[config.mk]
export PLATFORM = sky130hd
export DESIGN_NAME = bootdec_top
export DESIGN_NICKNAME = d
export VERILOG_FILES = /design/src/rtl/bootdec_pkg.sv /design/src/rtl/bootdec_rst_sync.sv /design/src/rtl/bootdec_region.sv /design/src/rtl/bootdec_rom_gate.sv /design/src/rtl/bootdec_lane_pack.sv /design/src/rtl/bootdec_top.sv
export SDC_FILE = /design/constraint.sdc
export NUM_CORES = 1
export LEC_CHECK = 0
export ABC_AREA = 1
export CORE_MARGIN = 3
export CORE_UTILIZATION = 49
export CTS_BUF_LIST = sky130_fd_sc_hd__clkbuf_2
export DETAILED_ROUTE_END_ITERATION = 16
export PLACE_DENSITY = 0.95
export SYNTH_ARGS = -nofsm -noshare
export SYNTH_HDL_FRONTEND = slang
export SYNTH_SLANG_ARGS = --single-unit
[constraint.sdc]
create_clock -name clk -period 6.89 [get_ports clk]
set_input_delay 2.067 -clock clk [delete_from_list [all_inputs] [get_ports clk]]
set_output_delay 2.067 -clock clk [all_outputs]
set_load 0.05 [all_outputs]
[src/rtl/bootdec_pkg.sv]
package bootdec_pkg;
  typedef logic [31:0] addr_t;

  localparam int NDEV     = 6;
  localparam int NREG     = NDEV + 4;
  localparam int RG_RAM   = 0;
  localparam int RG_DEV0  = 1;
  localparam int RG_FLASH = NDEV + 1;
  localparam int RG_ROM   = NDEV + 2;
  localparam int RG_NONE  = NDEV + 3;

  function automatic addr_t dev_base(int i);
    case (i)
      0:       return 32'hFD00_0000;
      1:       return 32'hFE80_0000;
      2:       return 32'hFEC0_0000;
      3:       return 32'hFED0_0000;
      4:       return 32'hFED0_8000;
      5:       return 32'hFEF0_0000;
      default: return 32'h0;
    endcase
  endfunction

  function automatic int dev_aw(int i);
    case (i)
      0:       return 24;
      1:       return 19;
      2:       return 12;
      3:       return 12;
      4:       return 12;
      5:       return 10;
      default: return 12;
    endcase
  endfunction
endpackage

[src/rtl/bootdec_rst_sync.sv]
module bootdec_rst_sync #(
  parameter int STAGES = 2
) (
  input  logic clk,
  input  logic rst_n,
  output logic rst_n_sync
);
  logic [STAGES-1:0] sync_q;

  always_ff @(posedge clk or negedge rst_n) begin
    if (!rst_n) sync_q <= '0;
    else        sync_q <= {sync_q[STAGES-2:0], 1'b1};
  end

  assign rst_n_sync = sync_q[STAGES-1];
endmodule

[src/rtl/bootdec_region.sv]
module bootdec_region
  import bootdec_pkg::*;
#(
  parameter int RETAIL_RAM_AW = 26,
  parameter int DEV_RAM_AW    = 27,
  parameter int FLASH_AW      = 18,
  parameter int FLASH_WIN_AW  = 24,
  parameter int ROM_AW        = 9
) (
  input  addr_t           addr,
  input  logic            dev_mode,
  input  logic            rom_en,
  output logic [NREG-1:0] sel,
  output addr_t           off
);
  localparam addr_t FLASH_MASK = (addr_t'(1) << FLASH_AW) - 1;
  localparam addr_t ROM_MASK   = (addr_t'(1) << ROM_AW) - 1;

  logic      ram_hit, rom_hit, flash_hit;
  logic [NDEV-1:0] dev_hit;
  addr_t     dev_off [NDEV];

  assign ram_hit   = dev_mode ? (addr[31:DEV_RAM_AW] == '0)
                              : (addr[31:RETAIL_RAM_AW] == '0);
  assign rom_hit   = rom_en && (&addr[31:ROM_AW]);
  assign flash_hit = &addr[31:FLASH_WIN_AW];

  for (genvar g = 0; g < NDEV; g++) begin : g_dev
    localparam int    AW   = dev_aw(g);
    localparam addr_t BASE = dev_base(g);
    localparam addr_t MASK = (addr_t'(1) << AW) - 1;
    assign dev_hit[g] = (addr[31:AW] == BASE[31:AW]);
    assign dev_off[g] = addr & MASK;
  end

  always_comb begin
    sel = '0;
    off = '0;
    if (ram_hit) begin
      sel[RG_RAM] = 1'b1;
      off         = addr;
    end else if (|dev_hit) begin
      for (int i = 0; i < NDEV; i++) begin
        if (dev_hit[i]) begin
          sel[RG_DEV0+i] = 1'b1;
          off            = dev_off[i];
        end
      end
    end else if (rom_hit) begin
      sel[RG_ROM] = 1'b1;
      off         = addr & ROM_MASK;
    end else if (flash_hit) begin
      sel[RG_FLASH] = 1'b1;
      off           = addr & FLASH_MASK;
    end else begin
      sel[RG_NONE] = 1'b1;
    end
  end
endmodule

[src/rtl/bootdec_rom_gate.sv]
module bootdec_rom_gate (
  input  logic clk,
  input  logic rst_n,
  input  logic dev_mode,
  input  logic kill,
  output logic rom_en
);
  logic off_q, off_d;

  always_comb begin
    off_d = off_q;
    if (kill) off_d = 1'b1;
  end

  always_ff @(posedge clk or negedge rst_n) begin
    if (!rst_n) off_q <= 1'b0;
    else        off_q <= off_d;
  end

  assign rom_en = !dev_mode && !off_q;

  AST_ROM_STAYS_OFF: assert property (@(posedge clk) disable iff (!rst_n)
    off_q |=> off_q);
endmodule

[src/rtl/bootdec_lane_pack.sv]
module bootdec_lane_pack (
  input  logic [1:0]  size,
  input  logic [31:0] lanes,
  input  logic        zero,
  output logic [31:0] data
);
  always_comb begin
    case (size)
      2'd0:    data = {24'h0, lanes[7:0]};
      2'd1:    data = {16'h0, lanes[15:8], lanes[7:0]};
      default: data = {lanes[31:24], lanes[23:16], lanes[15:8], lanes[7:0]};
    endcase
    if (zero) data = '0;
  end
endmodule

[src/rtl/bootdec_top.sv]
module bootdec_top
  import bootdec_pkg::*;
#(
  parameter int RETAIL_RAM_AW = 26,
  parameter int DEV_RAM_AW    = 27,
  parameter int FLASH_AW      = 18,
  parameter int ROM_AW        = 9,
  parameter int SYNC_STAGES   = 2
) (
  input  logic            clk,
  input  logic            rst_n,
  input  logic            dev_strap,
  input  logic            rom_kill,
  input  logic            req_valid,
  input  logic [31:0]     req_addr,
  input  logic [1:0]      req_size,
  input  logic [31:0]     lane_data,
  output logic            rsp_valid,
  output logic [NREG-1:0] region_sel,
  output logic [31:0]     region_off,
  output logic [31:0]     rdata,
  output logic            unmapped_err,
  output logic [31:0]     err_addr
);
  logic            rst_ns;
  logic            rom_en;
  logic [NREG-1:0] dec_sel;
  addr_t           dec_off;
  logic [31:0]     packed_data;

  bootdec_rst_sync #(.STAGES(SYNC_STAGES)) u_rst (
    .clk(clk), .rst_n(rst_n), .rst_n_sync(rst_ns));

  bootdec_rom_gate u_gate (
    .clk(clk), .rst_n(rst_ns), .dev_mode(dev_strap), .kill(rom_kill), .rom_en(rom_en));

  bootdec_region #(
    .RETAIL_RAM_AW(RETAIL_RAM_AW), .DEV_RAM_AW(DEV_RAM_AW),
    .FLASH_AW(FLASH_AW), .FLASH_WIN_AW(24), .ROM_AW(ROM_AW)
  ) u_dec (
    .addr(req_addr), .dev_mode(dev_strap), .rom_en(rom_en), .sel(dec_sel), .off(dec_off));

  bootdec_lane_pack u_pack (
    .size(req_size), .lanes(lane_data), .zero(dec_sel[RG_NONE]), .data(packed_data));

  logic            vld_q, vld_d;
  logic [NREG-1:0] sel_q, sel_d;
  addr_t           off_q, off_d;
  logic [31:0]     data_q, data_d;
  logic            err_q, err_d;
  addr_t           eaddr_q, eaddr_d;

  always_comb begin
    vld_d   = req_valid;
    sel_d   = sel_q;
    off_d   = off_q;
    data_d  = data_q;
    err_d   = err_q;
    eaddr_d = eaddr_q;
    if (req_valid) begin
      sel_d  = dec_sel;
      off_d  = dec_off;
      data_d = packed_data;
      if (dec_sel[RG_NONE] && !err_q) begin
        err_d   = 1'b1;
        eaddr_d = req_addr;
      end
    end
  end

  always_ff @(posedge clk or negedge rst_ns) begin
    if (!rst_ns) begin
      vld_q   <= 1'b0;
      sel_q   <= '0;
      off_q   <= '0;
      data_q  <= '0;
      err_q   <= 1'b0;
      eaddr_q <= '0;
    end else begin
      vld_q   <= vld_d;
      sel_q   <= sel_d;
      off_q   <= off_d;
      data_q  <= data_d;
      err_q   <= err_d;
      eaddr_q <= eaddr_d;
    end
  end

  assign rsp_valid    = vld_q;
  assign region_sel   = sel_q;
  assign region_off   = off_q;
  assign rdata        = data_q;
  assign unmapped_err = err_q;
  assign err_addr     = eaddr_q;

  AST_ONE_REGION: assert property (@(posedge clk) disable iff (!rst_ns)
    rsp_valid |-> $countones(region_sel) == 1);
  AST_IDLE_HOLD: assert property (@(posedge clk) disable iff (!rst_ns)
    !req_valid |=> !rsp_valid && $stable(region_sel) && $stable(region_off));
  AST_UNMAPPED_ZERO: assert property (@(posedge clk) disable iff (!rst_ns)
    rsp_valid && region_sel[RG_NONE] |-> rdata == '0 && region_off == '0);
  AST_ERR_STICKY: assert property (@(posedge clk) disable iff (!rst_ns)
    unmapped_err |=> unmapped_err && $stable(err_addr));
  AST_DEV_NO_ROM: assert property (@(posedge clk) disable iff (!rst_ns)
    rsp_valid && dev_strap |-> !region_sel[RG_ROM]);
endmodule

==> results.sh, run 1 <==
export IMPL_outcome="finished clean"
export IMPL_critPathArrivalTime_ns=4.51
export IMPL_vdd_ir_drop_max_uv=90.62
export IMPL_setup_viol=0
export IMPL_cts_tree="built"
export IMPL_clockBufferDepth=2
export IMPL_clockRootBuffer="clkbuf_2"
export IMPL_crit_path_max_incr_delay_ns=0.71
export IMPL_critical_path_required_ns=7.34
export IMPL_core_area_um2=9415
export IMPL_yosysUniqueCellTypes=31
export IMPL_dp_cells=846
export IMPL_crit_slowest_cell="nand4_2"
export IMPL_skew_ns=0.03697
export IMPL_hold_viol_final=0
export IMPL_fmax_mhz=246.0
export IMPL_grt_ovfl_total=0
export IMPL_viasPerCell=5.290
export IMPL_rsz0062_at_grt="false"
export IMPL_final_cells=862
export IMPL_cp_num_buf_inv=2
export IMPL_cts_buffers=9
export IMPL_max_slew_margin_pct=35.79
export IMPL_max_cap_violations=0
export IMPL_syn_nets=633
export IMPL_final_nets=799
export IMPL_port_buffers=178
export IMPL_path_max_fanout=32
export IMPL_ys_seq_area_share_pct=57.56
export IMPL_grt_max_degree=80
export IMPL_cpMostUsedCell="nand2_1"
export IMPL_gp_congestion=0.9479
export IMPL_fin_total_pwr_w=0.001056
export IMPL_wl_per_cell_um=16.39
export IMPL_crit_path_end_kind="flop"
export IMPL_die_w_um=105.2
export IMPL_clk_pin_slew_worst_paths_ns=0.32
export IMPL_antenna_found_initial=0
export IMPL_drt_first_pass_iters=5
export IMPL_cts_htree_levels=3
export IMPL_start_kind="input port"
export IMPL_ys_seq_elements=111
export IMPL_drc=0
export IMPL_vias=4560
export IMPL_syn_avg_cell_area_um2=8.587
export IMPL_area_growth_pct=39.75
export IMPL_final_cell_area_um2=6744
export IMPL_p_leak_nw=3.340
export IMPL_grt_pass1_wl_mm=23.05
export IMPL_worstSetupPathType="in -> reg"
export IMPL_slew_violations=0
export IMPL_synth_yosys_warnings=0
export IMPL_r2r_slack_ns=5.20
export IMPL_post_cts_buffers=0
export IMPL_p_per_area_nw_per_um2=156.5
export IMPL_num_antenna_cells=0
export IMPL_crit_family="simple AND/OR/NAND/NOR gates"
export IMPL_crit_chain="clkdlybuf4s50_1 -> nand2_1 -> inv_1 -> nand2_1 -> nor2_1 -> o21ai_1 -> nand2_1 -> nor2_1 -> nand4_2 -> nand2_1 -> nand2_1"
export IMPL_post_cts_resized=0
export IMPL_syn_inst=562
export IMPL_hpwl_mm=10.25
export IMPL_initial_core_util_pct=51.26
export IMPL_rows=35
export IMPL_hold_buffers=0
export IMPL_worst_slew_pin_slew_ns=0.9631
export IMPL_clkSinkCount=111
export IMPL_drtIter0Drc=254
export IMPL_wirelength_mm=14.13
export IMPL_ant_nets=0
export IMPL_drive_gt1_share_pct=5.593
export IMPL_finalSetupTns_ns=0
export IMPL_dieArea_um2=11080
export IMPL_num_io_pins=179
export IMPL_hold_class="reg -> async"
export IMPL_grt_pass1_vias=4547
export IMPL_insertion_delay_ns=0.56
export IMPL_fin_crit_ns=4.066
export IMPL_netlist_area_um2=4826
export IMPL_grt_use_total_pct=25.67
export IMPL_dieHeight_um=105.2
export IMPL_finalCritPeriodShare_pct=59.01
export IMPL_timing_hold_ws_ns=0.2225
export IMPL_post_dp_cell_area_um2=6651
-- worst reg2reg max path, stage by stage (launching register included) --
cell and delay [ns]:
dfrtp_1 0.46, clkinv_1 0.09, nand4_2 0.72, nand2_1 0.26, nand2_1 0.08
-- layout by cell type (no fill, tap or decap), drive strengths merged, types with 2 or more instances in the layout --
| cell type | count |
|---|---|
| a21oi | 2 |
| a32o | 3 |
| buf | 5 |
| clkbuf | 9 |
| clkdlybuf4s50 | 177 |
| clkinv | 6 |
| dfrtp | 111 |
| inv | 37 |
| nand2 | 220 |
| nand3 | 90 |
| nand4 | 8 |
| nor2 | 34 |
| nor3 | 6 |
| o21ai | 14 |
| o31ai | 5 |
| or2 | 2 |
-- final timing paths --
check,start,endpoint,depth (start not counted)
worst max register to register,unmapped_err$_DFFE_PN0P_,err_addr[11]$_DFFE_PN0P_,4
worst max-delay path,req_addr[23],err_addr[11]$_DFFE_PN0P_,11
max in group asynchronous,rst_n,u_rst.sync_q[1]$_DFF_PN0_,1
worst min register to register,u_rst.sync_q[1]$_DFF_PN0_,region_off[27]$_DFFE_PN0P_,0
worst min-delay path,u_rst.sync_q[1]$_DFF_PN0_,region_off[27]$_DFFE_PN0P_,0
min in group clk,u_rst.sync_q[0]$_DFF_PN0_,u_rst.sync_q[1]$_DFF_PN0_,0
-- logic make-up after synthesis --
logic type,after synthesis,synth area share (%)
compound gates,25,3.215
buf+inv,63,5.834
other cells,1,0.07771
flops,111,57.56
simple gates,362,33.32
-- synthesized netlist by cell type --
master | number | area share, %
nand2_2 | 1 | 0.13
clkinv_1 | 2 | 0.16
dfrtp_1 | 111 | 58
nor3_1 | 6 | 0.62
o21ai_1 | 1 | 0.10
o31ai_1 | 5 | 0.78
buf_2 | 6 | 0.62
nand4_1 | 7 | 0.91
nor2_4 | 1 | 0.23
buf_1 | 5 | 0.39
a21oi_1 | 2 | 0.21
nand3_4 | 1 | 0.36
nand4_2 | 1 | 0.26
buf_6 | 4 | 0.93
nand3_1 | 79 | 8.2
o21ai_0 | 13 | 1.3
inv_1 | 32 | 2.5
nor2_2 | 1 | 0.13
inv_2 | 2 | 0.16
buf_4 | 2 | 0.31
o211ai_1 | 1 | 0.16
nand2_1 | 219 | 17
clkbuf_1 | 10 | 0.78
nor2_8 | 1 | 0.41
nand3b_1 | 1 | 0.16
conb_1 | 1 | 0.078
nand3_2 | 10 | 2.1
and2_1 | 1 | 0.13
a32o_1 | 3 | 0.62
nor2_1 | 31 | 2.4
or2_2 | 2 | 0.26
-- report_power, final --
part | total (W) | internal [W] | switching (W) | leakage (nW)
logic | 0.000130 | 0.0000525 | 0.0000770 | 1.75
clock network | 0.000261 | 0.0000495 | 0.000211 | 0.0617
registers | 0.000665 | 0.000659 | 0.00000619 | 1.53
total | 0.00106 | 0.000761 | 0.000295 | 3.34
-- through the flow --
step	util [%]	setup slack (ns)
2_1_floorplan	-	3.569
5_1_grt	71.63	2.629
3_5_place_dp	70.64	2.273
3_3_place_gp	70.64	2.352
6_report	71.63	2.824
4_1_cts	71.63	2.889
-- routing by layer --
metal,vias to the layer above,track usage (%),wire length (µm)
li1,2126,-,-
met1,2182,33.78,5743
met2,223,42.81,6922
met3,29,5.083,1149
met4,0,8.341,311
met5,-,0,0
-- state kept, by name, summed over array words and instances, names as in the netlist --
name          count
u_rst.sync_q      2
u_gate.off_q      1
region_sel       10
err_addr         32
rdata            32
rsp_valid         1
region_off       32
unmapped_err      1
-- final cells by class --
type                            count  area [µm²]
Clock buffer                        9       45.04
Clock inverter                      7       47.55
Fill cell                         754        2671
Inverter                           36       135.1
Multi-Input combinational cell    388        1767
Sequential cell                   111        2781
Tap cell                          129       161.4
Timing Repair Buffer              182        1807
(Power assumes the default switching activity.)
==> run 2: changes to the inputs <==
--- a/config.mk
+++ b/config.mk
@@ -7,10 +7,10 @@
 export LEC_CHECK = 0
 export ABC_AREA = 1
 export CORE_MARGIN = 3
-export CORE_UTILIZATION = 49
+export CORE_UTILIZATION = 41
 export CTS_BUF_LIST = sky130_fd_sc_hd__clkbuf_2
 export DETAILED_ROUTE_END_ITERATION = 16
-export PLACE_DENSITY = 0.95
+export PLACE_DENSITY = 0.86
 export SYNTH_ARGS = -nofsm -noshare
 export SYNTH_HDL_FRONTEND = slang
 export SYNTH_SLANG_ARGS = --single-unit
==> constraint.sdc (replaced) <==
create_clock -name clk -period 3.5 [get_ports clk]
set_input_delay 1.05 -clock clk [delete_from_list [all_inputs] [get_ports clk]]
set_output_delay 1.05 -clock clk [all_outputs]
set_load 0.05 [all_outputs]
==> run 2 against run 1 <==
  * Via count fell by 0.88%
  * Count of clock-buffer cells in the layout did not move
  * First-iteration DRC count rose by 61%
  * Non-clock buffer count rose by 5
  * Global-route usage fell by 3.2 points
  * Highest routed layer unchanged
==> results.sh, run 2 (same netlist as run 1, synthesis figures left out) <==
export IMPL_outcome="finished clean"
export IMPL_hold_class="reg -> async"
export IMPL_worst_slew_pin_slew_ns=0.6326
export IMPL_multi_input_area_um2=1767
export IMPL_grt_use_total_pct=22.43
export IMPL_skew_ns=0.02028
export IMPL_clockRootBuffer="clkbuf_2"
export IMPL_cp_num_buf_inv=1
export IMPL_num_io_pins=179
export IMPL_num_antenna_cells=0
export IMPL_crit_slowest_cell="clkdlybuf4s50_1"
export IMPL_drt_first_pass_iters=4
export IMPL_port_buffers=178
export IMPL_hpwl_mm=10.79
export IMPL_vdd_ir_drop_max_uv=215.1
export IMPL_area_growth_pct=40.94
export IMPL_start_kind="flop"
export IMPL_cts_htree_levels=3
export IMPL_hold_viol_final=0
export IMPL_worstSetupPathType="reg -> out"
export IMPL_crit_family="buffers and inverters"
export IMPL_dieHeight_um=114.5
export IMPL_rsz0062_at_grt="false"
export IMPL_post_cts_resized=0
export IMPL_insertion_delay_ns=0.55
export IMPL_finalSetupTns_ns=0
export IMPL_critical_path_required_ns=2.45
export IMPL_fin_crit_ns=2.878
export IMPL_setup_viol=0
export IMPL_fin_util_pct=60.87
export IMPL_final_common_cell="nand2_1"
export IMPL_crit_chain="clkdlybuf4s50_1"
export IMPL_path_max_fanout=2
export IMPL_finalCritPeriodShare_pct=82.23
export IMPL_cts_tree="built"
export IMPL_dieArea_um2=13110
export IMPL_antenna_found_initial=0
export IMPL_nFillCells=952
export IMPL_slew_violations=0
export IMPL_vias=4520
export IMPL_clockBufferDepth=2
export IMPL_max_slew_margin_pct=57.57
export IMPL_grt_max_degree=48
export IMPL_p_leak_nw=3.365
export IMPL_grt_pass1_wl_mm=23.45
export IMPL_fmax_mhz=347.5
export IMPL_hold_buffers=0
export IMPL_crit_path_max_incr_delay_ns=0.86
export IMPL_grt_ovfl_total=0
export IMPL_core_area_um2=11170
export IMPL_post_cts_buffers=0
export IMPL_ant_nets=0
export IMPL_fin_total_pwr_w=0.002107
export IMPL_layout_common_cells="nand2_1 (219), clkdlybuf4s50_1 (177), dfrtp_1 (110)"
export IMPL_grt_pass1_vias=4683
export IMPL_clk_pin_slew_worst_paths_ns=0.28
export IMPL_wirelength_mm=14.55
export IMPL_gp_congestion=0.9340
export IMPL_rows=38
export IMPL_final_nets=804
export IMPL_drc=0
export IMPL_drtIter0Drc=409
export IMPL_drive_gt1_share_pct=5.827
export IMPL_max_cap_violations=0
export IMPL_clkSinkCount=111
export IMPL_crit_path_end_kind="primary output"
export IMPL_viasPerCell=5.148
export IMPL_initial_core_util_pct=43.19
export IMPL_regArea_um2=2781
export IMPL_cts_buffers=9
export IMPL_wl_per_cell_um=16.57
export IMPL_p_per_area_nw_per_um2=309.8
export IMPL_critPathArrivalTime_ns=1.83
export IMPL_die_w_um=114.5
run 2: routing by layer:
layer	GRT usage, %	routed length, µm
met1	29.80	6048
met2	36.59	7041
met3	5.867	1231
met4	5.859	227
met5	0	0
run 2: worst paths after layout:
path / slack [ns] / depth (start not counted) / from / endpoint
worst max-delay path: 0.62 / 1 / err_addr[0]$_DFFE_PN0P_ / err_addr[0]
worst min-delay path: 0.35 / 0 / u_rst.sync_q[1]$_DFF_PN0_ / err_addr[29]$_DFFE_PN0P_
worst max register to register: 1.49 / 6 / unmapped_err$_DFFE_PN0P_ / err_addr[15]$_DFFE_PN0P_
worst min register to register: 0.35 / 0 / u_rst.sync_q[1]$_DFF_PN0_ / err_addr[29]$_DFFE_PN0P_
max in group asynchronous: 2.27 / 1 / u_rst.sync_q[1]$_DFF_PN0_ / err_addr[11]$_DFFE_PN0P_
min in group clk: 0.41 / 0 / u_rst.sync_q[0]$_DFF_PN0_ / u_rst.sync_q[1]$_DFF_PN0_
run 2: cell type report:
| type | count | share of cell area (%) |
|---|---|---|
| Sequential cell | 111 | 40.89 |
| Tap cell | 140 | 2.575 |
| Timing Repair Buffer | 187 | 27.12 |
| Inverter | 36 | 1.987 |
| Clock buffer | 9 | 0.6623 |
| Multi-Input combinational cell | 388 | 25.97 |
| Clock inverter | 7 | 0.7910 |
run 2: stage by stage:
step | instances | cell area [µm²] | setup WS (ns) | hold slack, ns
floorplan | 562 | 4826 | 0.1788 | 0.3312
global placement | 862 | 6703 | 0.3180 | 0.3392
detailed placement | 862 | 6703 | 0.2820 | 0.3549
CTS | 878 | 6802 | 0.5668 | 0.3746
global route | 878 | 6802 | 0.4752 | 0.3887
finish | 878 | 6802 | 0.6221 | 0.3534
run 2: power breakdown:
| group | total [W] | switching, W | internal, W |
|---|---|---|---|
| combinational | 0.000256 | 0.000151 | 0.000105 |
| clock | 0.000539 | 0.000386 | 0.000153 |
| sequential | 0.00131 | 0.0000154 | 0.00130 |
==> run 3: changes to the inputs <==
==> constraint.sdc (replaced) <==
create_clock -name clk -period 2.5 [get_ports clk]
set_input_delay 0.75 -clock clk [delete_from_list [all_inputs] [get_ports clk]]
set_output_delay 0.75 -clock clk [all_outputs]
set_load 0.05 [all_outputs]
==> run 3 against run 2 <==
  * Largest cell class unchanged
  * Largest power group unchanged
  * Via count rose by 2.4%
  * Global-route usage rose by 0.52 points
  * Final cell count rose by 5.1%
  * Non-clock buffer count rose by 45
  * Flip-flop and latch count did not move
  * Count of clock-buffer cells in the layout rose by 2
  * Sequential power rose by 40%
  * Combinational power rose by 51%
==> results.sh, run 3 (same netlist as run 1, synthesis figures left out) <==
export IMPL_core_area_um2=11170
export IMPL_cts_htree_levels=3
export IMPL_hold_buffers=0
export IMPL_cts_tree="built"
export IMPL_insertion_delay_ns=0.59
export IMPL_fin_crit_ns=2.343
export IMPL_fin_util_pct=62.70
export IMPL_worst_slew_pin_slew_ns=0.5579
export IMPL_drtIter0Drc=341
export IMPL_crit_path_max_incr_delay_ns=0.56
export IMPL_num_antenna_cells=0
export IMPL_clkSinkCount=111
export IMPL_hpwl_mm=11.34
export IMPL_start_kind="flop"
export IMPL_drt_first_pass_iters=4
export IMPL_wl_per_cell_um=16.15
export IMPL_viasPerCell=5.016
export IMPL_dieHeight_um=114.5
export IMPL_layout_common_cells="nand2_1 (219), dfrtp_1 (110), dlygate4sd2_1 (107)"
export IMPL_slew_violations=0
export IMPL_clk_pin_slew_worst_paths_ns=0.30
export IMPL_grt_max_degree=48
export IMPL_dp_cells=907
export IMPL_timing_rr_start="u_gate.off_q$_DFFE_PN0P_"
export IMPL_final_nets=849
export IMPL_critical_path_required_ns=1.75
export IMPL_wirelength_mm=14.91
export IMPL_cts_buffers=9
export IMPL_drive_gt1_share_pct=11.88
export IMPL_p_per_area_nw_per_um2=419.6
export IMPL_initial_core_util_pct=43.19
export IMPL_hold_viol_final=0
export IMPL_grt_use_total_pct=22.95
export IMPL_max_cap_violations=0
export IMPL_finalSetupTns_ns=0
export IMPL_grt_ovfl_total=0
export IMPL_nFillCells=1019
export IMPL_worstSetupPathType="reg -> out"
export IMPL_hold_class="in -> async"
export IMPL_final_common_cell="nand2_1"
export IMPL_cp_num_buf_inv=1
export IMPL_drc=0
export IMPL_post_cts_buffers=0
export IMPL_crit_chain="dlygate4sd2_1"
export IMPL_port_buffers=178
export IMPL_antenna_found_initial=0
export IMPL_final_cells=923
export IMPL_p_leak_nw=4.086
export IMPL_die_w_um=114.5
export IMPL_rows=38
export IMPL_fmax_mhz=426.8
export IMPL_rsz0062_at_grt="false"
export IMPL_gp_congestion=0.8602
export IMPL_outcome="finished clean"
export IMPL_crit_slowest_cell="dlygate4sd2_1"
export IMPL_grt_pass1_wl_mm=23.89
export IMPL_finalCritPeriodShare_pct=93.71
export IMPL_skew_ns=0.04579
export IMPL_grt_pass1_vias=4824
export IMPL_r2r_end="region_off[15]$_DFFE_PN0P_"
export IMPL_fin_total_pwr_w=0.002939
export IMPL_r2r_slack_ns=0.76
export IMPL_critPathArrivalTime_ns=1.59
export IMPL_area_growth_pct=45.16
export IMPL_dieArea_um2=13110
export IMPL_max_slew_margin_pct=62.81
export IMPL_setup_viol=0
export IMPL_crit_path_end_kind="primary output"
export IMPL_clockBufferDepth=2
export IMPL_clockRootBuffer="clkbuf_2"
export IMPL_num_io_pins=179
export IMPL_ant_nets=0
export IMPL_path_max_fanout=2
export IMPL_vdd_ir_drop_max_uv=264.4
export IMPL_crit_family="buffers and inverters"
export IMPL_vias=4630
export IMPL_r2r_cells=8
## run 3: cell count changes in the layout (fill, tap and decap cells not counted), sizes merged, moves of 2 or more
cell,delta
clkbuf,+2
clkinv,-3
clkdlybuf4s50,-108
dlygate4sd2,+107
buf,+46
## run 3: how the worst max path moves through the flow
stage	slack, ns	endpoint	cells past startpoint	start
2_1_floorplan	0.57	err_addr[10]$_DFFE_PN0P_	11	req_addr[12]
3_3_place_gp	-0.25	rdata[22]$_DFFE_PN0P_	11	req_addr[18]
3_5_place_dp	-0.39	err_addr[27]$_DFFE_PN0P_	12	req_addr[25]
4_1_cts	0.1	region_sel[4]	1	region_sel[4]$_DFFE_PN0P_
5_1_grt	0.06	rdata[3]	1	rdata[3]$_DFFE_PN0P_
6_report	0.16	err_addr[22]	1	err_addr[22]$_DFFE_PN0P_
## run 3: report_power, final
part	internal (W)	switching, W	leakage (nW)	total (W)
clock	0.000140	0.000576	0.0600	0.000716
sequential	0.00182	0.0000194	1.53	0.00184
combinational	0.000167	0.000220	2.50	0.000387
## run 3: cell type report
| type | instances | area, µm² | area share, % |
|---|---|---|---|
| Sequential cell | 111 | 2781 | 39.70 |
| Timing Repair Buffer | 232 | 2058 | 29.38 |
| Multi-Input combinational cell | 388 | 1767 | 25.22 |
| Tap cell | 140 | 175.2 | 2.500 |
| Inverter | 36 | 135.1 | 1.929 |
| Clock buffer | 11 | 55.05 | 0.7859 |
| Clock inverter | 5 | 33.78 | 0.4822 |
## run 3: through the flow
step                area, µm²  setup WS [ns]  hold slack [ns]
finish                   7005         0.1572           0.2784
global route             7005        0.06171           0.1967
CTS                      7005        0.09777           0.2031
detailed placement       7051        -0.3853           0.3291
global placement         7051        -0.2521           0.3187
floorplan                4827         0.5721           0.3311
## run 3: what timing repair did
item / CTS / global route
endpoints found under the setup margin: 107 / 0
resized for setup: 107 / 0
endpoints found under the hold margin: 0 / 0
## run 3: per-layer routing
metal  global-route usage [%]  routed length, µm  up-vias
li1                         -                  -     2226
met5                        0                  0        -
met2                    37.41               7063      157
met1                    30.46               6500     2223
met3                    5.021               1052       24
met4                    7.601                288        0
